`config.mk`:
```
export PLATFORM = sky130hd
export DESIGN_NAME = pix_unpack_top
export DESIGN_NICKNAME = d
export VERILOG_FILES = /design/src/rtl/pix_pkg.sv /design/src/rtl/pix_word_ctrl.sv /design/src/rtl/pix_index_sel.sv /design/src/rtl/pix_palette.sv /design/src/rtl/pix_unpack_top.sv
export SDC_FILE = /design/constraint.sdc
export NUM_CORES = 2
export LEC_CHECK = 0
export BUFFER_PORTS_ARGS = -buffer_cell sky130_fd_sc_hd__buf_2
export CELL_PAD_IN_SITES_DETAIL_PLACEMENT = 1
export CELL_PAD_IN_SITES_GLOBAL_PLACEMENT = 2
export CORE_UTILIZATION = 42
export CTS_CLUSTER_SIZE = 24
export DETAILED_ROUTE_END_ITERATION = 8
export HOLD_SLACK_MARGIN = 0.02
export PLACE_DENSITY_LB_ADDON = 0.05
export SYNTH_ARGS = -nofsm -noshare
export SYNTH_HDL_FRONTEND = slang
export SYNTH_SLANG_ARGS = --single-unit
```
`constraint.sdc`:
```
create_clock -name clk -period 3.77 [get_ports clk]
set_clock_uncertainty 0.2 [all_clocks]
set_input_delay 0.754 -clock clk [delete_from_list [all_inputs] [get_ports clk]]
set_output_delay 0.754 -clock clk [all_outputs]
set_load 0.02 [all_outputs]
```
`src/rtl/pix_pkg.sv`:
```
package pix_pkg;

    typedef enum logic [1:0] {
        BPP1 = 2'd0,
        BPP2 = 2'd1,
        BPP4 = 2'd2,
        BPP8 = 2'd3
    } bpp_e;

    typedef enum logic [1:0] {
        ST_EMPTY = 2'd0,
        ST_RUN   = 2'd1,
        ST_FULL  = 2'd2
    } fill_e;

    // pixels carried by one word at a given depth code
    function automatic int unsigned pix_per_word(int unsigned word_w, bpp_e d);
        return word_w >> d;
    endfunction

endpackage

```
`src/rtl/pix_word_ctrl.sv`:
```
module pix_word_ctrl
    import pix_pkg::*;
#(
    parameter int WORD_W = 32,
    parameter int POS_W  = $clog2(WORD_W)
) (
    input  logic              clk,
    input  logic              rst_n,
    input  bpp_e              depth_in,
    input  logic              word_valid,
    input  logic [WORD_W-1:0] word_data,
    input  logic              pix_en,
    output logic              word_req,
    output logic              take,
    output logic [WORD_W-1:0] cur_word,
    output bpp_e              cur_depth,
    output logic [POS_W-1:0]  pos
);

    fill_e             state, state_d;
    logic [WORD_W-1:0] nxt_word;
    bpp_e              nxt_depth;
    logic [POS_W-1:0]  pos_d;
    logic [POS_W-1:0]  last;
    logic              accept, at_end;
    logic              load_cur, load_nxt, promote;

    always_comb begin
        last = POS_W'(pix_per_word(WORD_W, cur_depth) - 1);
    end

    // output decode
    always_comb begin
        word_req = (state == ST_EMPTY) ||
                   ((state == ST_RUN) && (pos >= last - POS_W'(1)));
        take     = pix_en && (state != ST_EMPTY);
        accept   = word_valid && word_req;
        at_end   = take && (pos == last);
    end

    // next-state logic
    always_comb begin
        state_d  = state;
        pos_d    = pos;
        load_cur = 1'b0;
        load_nxt = 1'b0;
        promote  = 1'b0;
        unique case (state)
            ST_EMPTY: begin
                if (accept) begin
                    state_d  = ST_RUN;
                    load_cur = 1'b1;
                    pos_d    = '0;
                end
            end
            ST_RUN: begin
                if (at_end) begin
                    if (accept) begin
                        load_cur = 1'b1;
                        pos_d    = '0;
                    end else begin
                        state_d = ST_EMPTY;
                    end
                end else begin
                    if (take)
                        pos_d = pos + POS_W'(1);
                    if (accept) begin
                        state_d  = ST_FULL;
                        load_nxt = 1'b1;
                    end
                end
            end
            ST_FULL: begin
                if (at_end) begin
                    state_d = ST_RUN;
                    promote = 1'b1;
                    pos_d   = '0;
                end else if (take) begin
                    pos_d = pos + POS_W'(1);
                end
            end
            default: state_d = ST_EMPTY;
        endcase
    end

    // state register
    always_ff @(posedge clk) begin
        if (!rst_n) begin
            state <= ST_EMPTY;
            pos   <= '0;
        end else begin
            state <= state_d;
            pos   <= pos_d;
        end
    end

    // word slots
    always_ff @(posedge clk) begin
        if (!rst_n) begin
            cur_word  <= '0;
            cur_depth <= BPP1;
            nxt_word  <= '0;
            nxt_depth <= BPP1;
        end else begin
            if (load_cur) begin
                cur_word  <= word_data;
                cur_depth <= depth_in;
            end else if (promote) begin
                cur_word  <= nxt_word;
                cur_depth <= nxt_depth;
            end
            if (load_nxt) begin
                nxt_word  <= word_data;
                nxt_depth <= depth_in;
            end
        end
    end


    full_no_req_chk: assert property (@(posedge clk) disable iff (!rst_n)
        (state == ST_FULL) |-> !word_req);


    full_hold_chk: assert property (@(posedge clk) disable iff (!rst_n)
        (state == ST_FULL && !take) |=> (state == ST_FULL) && $stable(cur_word));


    pos_range_chk: assert property (@(posedge clk) disable iff (!rst_n)
        (state != ST_EMPTY) |-> (pos <= last));


    gapless_chk: assert property (@(posedge clk) disable iff (!rst_n)
        (state == ST_FULL && at_end) |=> (state == ST_RUN) && (pos == '0));


    drain_chk: assert property (@(posedge clk) disable iff (!rst_n)
        (state == ST_RUN && at_end && !word_valid) |=> (state == ST_EMPTY));

endmodule

```
`src/rtl/pix_index_sel.sv`:
```
module pix_index_sel
    import pix_pkg::*;
#(
    parameter int WORD_W = 32,
    parameter int POS_W  = $clog2(WORD_W),
    parameter int IDX_W  = 8
) (
    input  logic [WORD_W-1:0] word,
    input  bpp_e              depth,
    input  logic [POS_W-1:0]  pos,
    output logic [IDX_W-1:0]  index
);

    localparam int N_DEPTH = 4;

    logic [7:0] cands [N_DEPTH];

    for (genvar g = 0; g < N_DEPTH; g++) begin : g_depth
        localparam int BPP = 1 << g;
        logic [POS_W-1:0] bitpos;
        logic [7:0]       sel_byte;
        logic [2:0]       shamt;
        always_comb begin
            bitpos   = POS_W'(32'(pos) * BPP);
            sel_byte = 8'(word >> {bitpos[POS_W-1:3], 3'b000});
            shamt    = 3'(8 - BPP) - bitpos[2:0];
            cands[g] = (sel_byte >> shamt) & 8'((1 << BPP) - 1);
        end
    end

    always_comb begin
        index = IDX_W'(cands[depth]);
    end

endmodule

```
`src/rtl/pix_palette.sv`:
```
module pix_palette #(
    parameter int IDX_W   = 8,
    parameter int COLOR_W = 12
) (
    input  logic               clk,
    input  logic               rst_n,
    input  logic               we,
    input  logic [IDX_W-1:0]   waddr,
    input  logic [COLOR_W-1:0] wdata,
    input  logic               rd_en,
    input  logic [IDX_W-1:0]   raddr,
    output logic               rgb_valid,
    output logic [COLOR_W-1:0] rgb_out
);

    localparam int DEPTH = 1 << IDX_W;

    logic [COLOR_W-1:0] mem [DEPTH];

    always_ff @(posedge clk) begin
        if (we)
            mem[waddr] <= wdata;
    end

    always_ff @(posedge clk) begin
        if (!rst_n) begin
            rgb_valid <= 1'b0;
            rgb_out   <= '0;
        end else begin
            rgb_valid <= rd_en;
            if (rd_en)
                rgb_out <= mem[raddr];
        end
    end


    valid_follow_chk: assert property (@(posedge clk) disable iff (!rst_n)
        rd_en |=> rgb_valid);


    idle_hold_chk: assert property (@(posedge clk) disable iff (!rst_n)
        !rd_en |=> !rgb_valid && $stable(rgb_out));


    write_seen_chk: assert property (@(posedge clk) disable iff (!rst_n)
        ($past(we) && rd_en && raddr == $past(waddr)) |=> (rgb_out == $past(wdata, 2)));

endmodule

```
`src/rtl/pix_unpack_top.sv`:
```
module pix_unpack_top
    import pix_pkg::*;
#(
    parameter int WORD_W  = 32,
    parameter int IDX_W   = 8,
    parameter int COLOR_W = 12
) (
    input  logic               clk,
    input  logic               rst_n,
    input  logic [1:0]         depth_sel,
    input  logic               word_valid,
    input  logic [WORD_W-1:0]  word_data,
    output logic               word_req,
    input  logic               pix_en,
    input  logic               pal_we,
    input  logic [IDX_W-1:0]   pal_addr,
    input  logic [COLOR_W-1:0] pal_wdata,
    output logic               rgb_valid,
    output logic [COLOR_W-1:0] rgb_out
);

    localparam int POS_W = $clog2(WORD_W);

    logic              take;
    logic [WORD_W-1:0] cur_word;
    bpp_e              cur_depth;
    logic [POS_W-1:0]  pos;
    logic [IDX_W-1:0]  pix_idx;

    pix_word_ctrl #(.WORD_W(WORD_W), .POS_W(POS_W)) u_ctrl (
        .clk        (clk),
        .rst_n      (rst_n),
        .depth_in   (bpp_e'(depth_sel)),
        .word_valid (word_valid),
        .word_data  (word_data),
        .pix_en     (pix_en),
        .word_req   (word_req),
        .take       (take),
        .cur_word   (cur_word),
        .cur_depth  (cur_depth),
        .pos        (pos)
    );

    pix_index_sel #(.WORD_W(WORD_W), .POS_W(POS_W), .IDX_W(IDX_W)) u_sel (
        .word  (cur_word),
        .depth (cur_depth),
        .pos   (pos),
        .index (pix_idx)
    );

    pix_palette #(.IDX_W(IDX_W), .COLOR_W(COLOR_W)) u_pal (
        .clk       (clk),
        .rst_n     (rst_n),
        .we        (pal_we),
        .waddr     (pal_addr),
        .wdata     (pal_wdata),
        .rd_en     (take),
        .raddr     (pix_idx),
        .rgb_valid (rgb_valid),
        .rgb_out   (rgb_out)
    );


    narrow1_chk: assert property (@(posedge clk) disable iff (!rst_n)
        (take && cur_depth == BPP1) |-> (pix_idx[IDX_W-1:1] == '0));


    narrow4_chk: assert property (@(posedge clk) disable iff (!rst_n)
        (take && cur_depth == BPP4) |-> (pix_idx[IDX_W-1:4] == '0));

endmodule

```
# Yosys cells after proc, flatten, opt, wreduce, memory -nomap -nowiden
# Memories as Yosys holds them, arrays and structs flattened. A register that Yosys moved wholly into a read port is not among the register bits.
# Index checks and enable logic that the tools add are counted.
[totals]
ff_bits = 76
mem_bits_rw = 3072
input_bits = 59
elab_cells = 70
memories = 1
[op_classes]
addsub = 6
order_cmp = 2
n_eq_ne = 7
shifts = 8
muxes = 27
n_bitwise = 1
reduce_logical = 11
[memory_table]
columns = ["memory", "words", "word_bits", "rd", "rd_clocked_by_memory_dff", "wr", "line", "rtl"]
rows = [
  ["u_pal.mem", 256, 12, 1, 1, 1, "pix_palette.sv:18", "logic [COLOR_W-1:0] mem [DEPTH];"],
]
[ops]
columns = ["op", "count"]
rows = [
  ["$shr 32x5->8", 4],
  ["$mux 32", 2],
  ["$mux 5", 4],
  ["$bmux 8 s2", 1],
  ["$mux 8", 2],
  ["$pmux 5 s3", 1],
  ["$mux 2", 7],
  ["$sub 5x1->5 const B", 2],
  ["$sub 3x3->3 const A", 3],
  ["$mux 1", 8],
  ["$shr 8x3->1", 1],
  ["$shr 8x3->2", 1],
  ["$shr 8x3->4", 1],
  ["$pmux 2 s3", 1],
  ["$shr 6x2->5 const A", 1],
  ["$add 5x1->5 const B", 1],
  ["$eq 5x5->1", 1],
  ["$ge 5x5->1", 1],
  ["$logic_and 1x1->1", 4],
  ["$ne 2x1->1 const B", 2],
  ["$reduce_and 4->1", 1],
  ["$reduce_bool 2->1", 2],
  ["$ge 3x3->1 const B", 1],
  ["$ne 3x1->1 const B", 1],
  ["9 further kinds", 9],
]

# Logic depth before layout (Yosys ltp)
[depth]
ltp_word = 11
mapped_depth = 20

# Modules after synthesis
# From an unflattened synthesis, not the netlist that was laid out.
[hier_totals]
hier_cells = 6177
hier_area_um2 = 124602.0
[modules_own_cells]
columns = ["mod", "n_inst", "cells_each", "area_per_inst_um2", "seq_area_each_um2"]
rows = [
  ["pix_palette", 1, 5621, 119642.2, 92508.7],
  ["pix_word_ctrl", 1, 440, 3854.9, 1501.4],
  ["pix_index_sel", 1, 116, 1104.8, 0.0],
]

# Worst setup path after synthesis
# Ideal clock, no wire load.
[synth_path]
path_type = "register to register"
start = "register u_ctrl.pos[3]"
end = "register u_pal.rgb_out[6] (read register of u_pal.mem)"
setup_time_ns = 0.103
t_arrival_ns = 3.508
setup_slack_ns = -0.042
path_stages_with_launch = 17
cell_sequence = "dfxtp_1 -> buf_4 -> buf_6 -> mux4_2 -> mux4_2 -> nand3_2 -> o21a_4 -> o21ai_4 -> buf_6 -> buf_12 -> buf_12 -> nand3_2 -> a21oi_1 -> nor4_2 -> o311ai_0 -> or4_1 -> a2111oi_2"
[synth_between]
elab_chain_len = 5
elab_cells_between_ends = 7
classes_between = "shift: 4; mux: 3"
[synth_lines]
columns = ["item", "line", "rtl"]
rows = [
  ["start, declared", "pix_word_ctrl.sv:17", "output logic [POS_W-1:0] pos"],
  ["start signal, assigned", "pix_word_ctrl.sv:93", "pos <= pos_d;"],
  ["$shr 32x5->8", "pix_index_sel.sv:25", "sel_byte = 8'(word >> {bitpos[POS_W-1:3], 3'b000});"],
  ["$shr 8x3->2 / $shr 8x3->1 (equally long branches)", "pix_index_sel.sv:27", "cands[g] = (sel_byte >> shamt) & 8'((1 << BPP) - 1);"],
  ["$bmux 8 s2 (*)", "pix_index_sel.sv:32", "index = IDX_W'(cands[depth]);"],
  ["$mux 8 (implied by the code) (*) (2 in series)", "pix_index_sel.sv:32", ""],
  ["end, declared", "pix_palette.sv:13", "output logic [COLOR_W-1:0] rgb_out"],
]
# Every way passes the cells marked *; elsewhere a longest branch is shown, timed or not. The select of a mux whose other input is x is not followed.
# A chain may end at the register's enable or synchronous reset.

# Final worst setup path
[layout_path]
start = "register u_ctrl.pos[2]"
end = "register u_pal.rgb_out[9] (read register of u_pal.mem)"
[layout_between]
elab_chain_len = 5
elab_cells_between_ends = 9
classes_between = "add/sub: 1; shift: 5; mux: 3"
[layout_lines]
columns = ["item", "line"]
rows = [
  ["$shr 32x5->8 / $sub 3x3->3 (equally long branches)", "pix_index_sel.sv:25, pix_index_sel.sv:26"],
  ["$shr 8x3->4 (tied with other cells)", "pix_index_sel.sv:27"],
  ["$bmux 8 s2 (*)", "pix_index_sel.sv:32"],
  ["$mux 8 (implied by the code) (*) (2 in series)", "pix_index_sel.sv:32"],
]
# Marked as above.

==> out/results.txt <==
status: finished with violations
failing checks: negative setup slack
Worst Path Required: 4410 ps
hold path endpoint: u_pal.mem[15][9]
die area: 303000 sq um
CTS tree: done
peak supply drop: 0.473 mV
Crit Path Class: flip-flop to flip-flop
Detail Placement HPWL: 315000 microns
Crit-path slowest cell: mux4_2
Synth Area per Inst: 14.4 sq um
Post-synth EDFFs: 3072
Core Box Area: 298000 sq um
WHS Path Cells: 1
critical path, cell by cell: mux4_2, mux2_4, o221ai_4, buf_4, nand3_4, buf_12, buf_12, buf_16, mux2i_1, mux2i_2, o22ai_2, a2111oi_4, buf_4, and4_4, nand4_1, a211oi_1
Worst Path Buf+Inv: 5
post-route ant nets: 0
Skew-Pair Late Insertion Delay: 940 ps
dpl cells: 13700
Worst-Margin Slew: 1130 ps
synth top area cells: edfxtp_1 (73%), nand2_1 (6.5%), mux4_2 (3.9%), nand3_1 (3.5%), mux2i_1 (1.6%)
max-cap viol count: 0
Synth cell types: 80
Synth area leader: edfxtp_1
Finish-stage setup viols: 13
DRC viols: 0
Relative slew margins: 0.245
antenna violations before repair: 42
Sw Ratio: 0.298
fin crit period: 4670 ps
remaining global-route overflow: 0
Net Sw Power: 28.5 mW
Worst-path clk slew: 60 ps
critical path's largest stage delay: 530 ps
drt wl/cell: 33.2 microns
via count: 85500
Tcrit/Tclk final: 1.24
most instantiated library cell after synthesis: edfxtp_1
Seq/Total Area, Yosys: 0.744
CP Depth: 16
leak pwr: 53.9 nW
die height: 550 microns
Layout Cells excl Fill: 14400
vias in the first global route: 85900
FF-to-FF path depth: 16
IO buf count: 72
Synth Register Bits: 3160
R2R Path End: u_pal.rgb_out[9]
count of warnings emitted by yosys: 0
Internal: 67.2 mW
share of power burned in registers: 0.408
CP Launch Type: flip-flop
Layout area overhead: 23.3%
Post-synth top cells: edfxtp_1 (3072), nand2_1 (2172), nand3_1 (884), nor2_1 (385), a21oi_1 (301)
final WL: 479000 microns
Layout Nets: 10300
Root Driver: clkbuf_16
number of I/O pins: 73
largest net degree at the start of global routing: 114
first-pass GRT wire length: 669000 microns
CP Capture Type: flip-flop
total track usage: 0.313
share of the synthesized area in the top cell type: 0.730
class of the worst hold path: primary input to flip-flop
R2R Setup Slk: -900 ps
RSZ-0062 raised after global routing: yes
via-per-instance ratio: 5.93
Detailed Route Iter0 Violations: 9885
Main synth FF type: edfxtp_1
layout cell share with drive strength beyond 1: 0.240
GPL Wtd Cong: 0.883
Initial Utilization: 0.424
Die W: 550 microns
critical path arrival: 5320 ps
Hold Path Origin: pal_wdata[9]
final instance area: 156000 sq um
synthesized area: 126000 sq um
total CTS buffers: 345
pre-CTS setup slack: -1880 ps
Syn Nets: 8862
First-pass DRT Iterations: 5
final-layout fill cell count: 28800
FMAX: 0.214 GHz
CP max FO: 18
Gate power share: 0.250
slack of the critical path: -904 ps
CTS Sinks: 3160
Final Hold Viols: 0
largest buffer count on any clock path: 4
clock share of power: 0.342
startpoint of the worst register-to-register path: u_ctrl.pos[2]
Rows: 200
max-slew violations: 0
CP delay by family, top: multiplexers
cell count after synthesis: 8794
H-tree lvl count: 5
power per cell area: 614 nW/um^2
Area after DPL: 142000 sq um
post-synthesis async set-or-reset flop share: 0
worst register-to-register path, cell delays in order, from the launching register on:
cell	delay (ps)
dfxtp_4	430
mux4_2	530
mux2_4	290
o221ai_4	220
buf_4	170
nand3_4	100
buf_12	190
buf_12	210
buf_16	190
mux2i_1	180
mux2i_2	280
o22ai_2	160
a2111oi_4	210
buf_4	170
and4_4	270
nand4_1	450
a211oi_1	350
sequential cells by signal, indices dropped and copies added (netlist names):
register and flops:
u_pal.rgb_out 12, u_pal.rgb_valid 1, u_ctrl.nxt_word 32, u_ctrl.state 2, u_ctrl.cur_depth 2, u_ctrl.pos 5, u_ctrl.cur_word 32, u_pal.mem 3072
u_ctrl.nxt_depth 2
repair_timing:
item / 4_1_cts / 5_1_grt
cloned: 13 / 2
setup buffers: 60 / 11
gates resized for setup: 282 / 78
hold buffers: 34 / 0
pin swaps: 60 / 27
endpoints found under the hold margin: 68 / 0
setup endpoints to repair: 13 / 13
power groups by stage:
stage,Combinational (mW),Clock [mW],Sequential (mW)
floorplan,11.0,0,39.7
finish,23.9,32.7,39.0
detailed placement,21.5,0,39.7
CTS,23.6,33.1,39.0
global placement,21.3,0,39.7
global route,25.2,34.3,39.0
cells by family (layout without fill, tap and decap cells):
| group | after synthesis | count (layout) | synth area share |
|---|---|---|---|
| AND/OR/NAND/NOR | 3779 | 3779 | 0.128 |
| buffers and inverters | 570 | 2244 | 0.0228 |
| multiplexers | 462 | 462 | 0.0608 |
| AO/OA/AOI/OAI | 813 | 813 | 0.0435 |
| XOR/XNOR | 1 | 1 | 0.0000693 |
| flip-flops | 3160 | 3160 | 0.744 |
| other | 0 | 13 | 0 |
| adder cells (fa/ha/maj) | 9 | 9 | 0.000891 |
stage by stage:
step	total power, mW	TNS [ps]	hold slack, ps	utilization
after CTS	95.7	-9690	69.5	0.520
after global routing	98.5	-11020	82.7	0.522
after detailed placement	61.3	-17590	253	0.476
after floorplan	50.7	0	237	-
final	95.7	-9730	84.5	0.523
after global placement	61.0	-20550	244	0.476
worst max path at each step:
stage | endpoint | start | slack, ps
detailed placement | u_pal.rgb_out[8] | u_ctrl.pos[2] | -1880
global route | u_pal.rgb_out[2] | u_ctrl.pos[2] | -960
floorplan | u_pal.rgb_out[9] | u_ctrl.pos[4] | 7
global placement | u_pal.rgb_out[11] | u_ctrl.pos[2] | -2660
CTS | u_pal.rgb_out[9] | u_ctrl.pos[2] | -880
finish | u_pal.rgb_out[9] | u_ctrl.pos[2] | -900
routing by layer:
| layer | up-vias | share of wire | wire [microns] | global-route usage |
|---|---|---|---|---|
| met1 | 45400 | 0.43 | 206000 | 0.453 |
| met4 | 22 | 0.030 | 14500 | 0.0867 |
| li1 | 36000 | - | - | - |
| met5 | - | 0.00029 | 138 | 0 |
| met3 | 611 | 0.075 | 35900 | 0.0411 |
| met2 | 3456 | 0.47 | 223000 | 0.499 |
cells in the final DEF, fill, tap and decap left out, drive strengths merged, types with 25 or more instances in the layout:
cell / n
a21oi: 301
a22oi: 25
a311oi: 155
a31oi: 65
and3: 140
buf: 1566
clkbuf: 453
clkinv: 132
dfxtp: 88
dlygate4sd3: 34
edfxtp: 3072
mux2i: 206
mux4: 237
nand2: 2173
nand3: 888
nand4: 47
nor2: 387
nor3: 44
nor4: 49
o21ai: 60
o22ai: 28
cell type report:
cell class | instances | area, sq um | area share
Multi-Input combinational cell | 5064 | 30900 | 0.199
Clock inverter | 168 | 1350 | 0.00864
Tap cell | 3939 | 4930 | 0.0316
Timing Repair Buffer | 1612 | 15100 | 0.0973
Clock buffer | 451 | 9280 | 0.0596
Inverter | 13 | 50.0 | 0.000321
Sequential cell | 3160 | 94000 | 0.604
Antenna cell | 13 | 32.5 | 0.000209
Note: power is estimated with default switching activity, not from simulation.
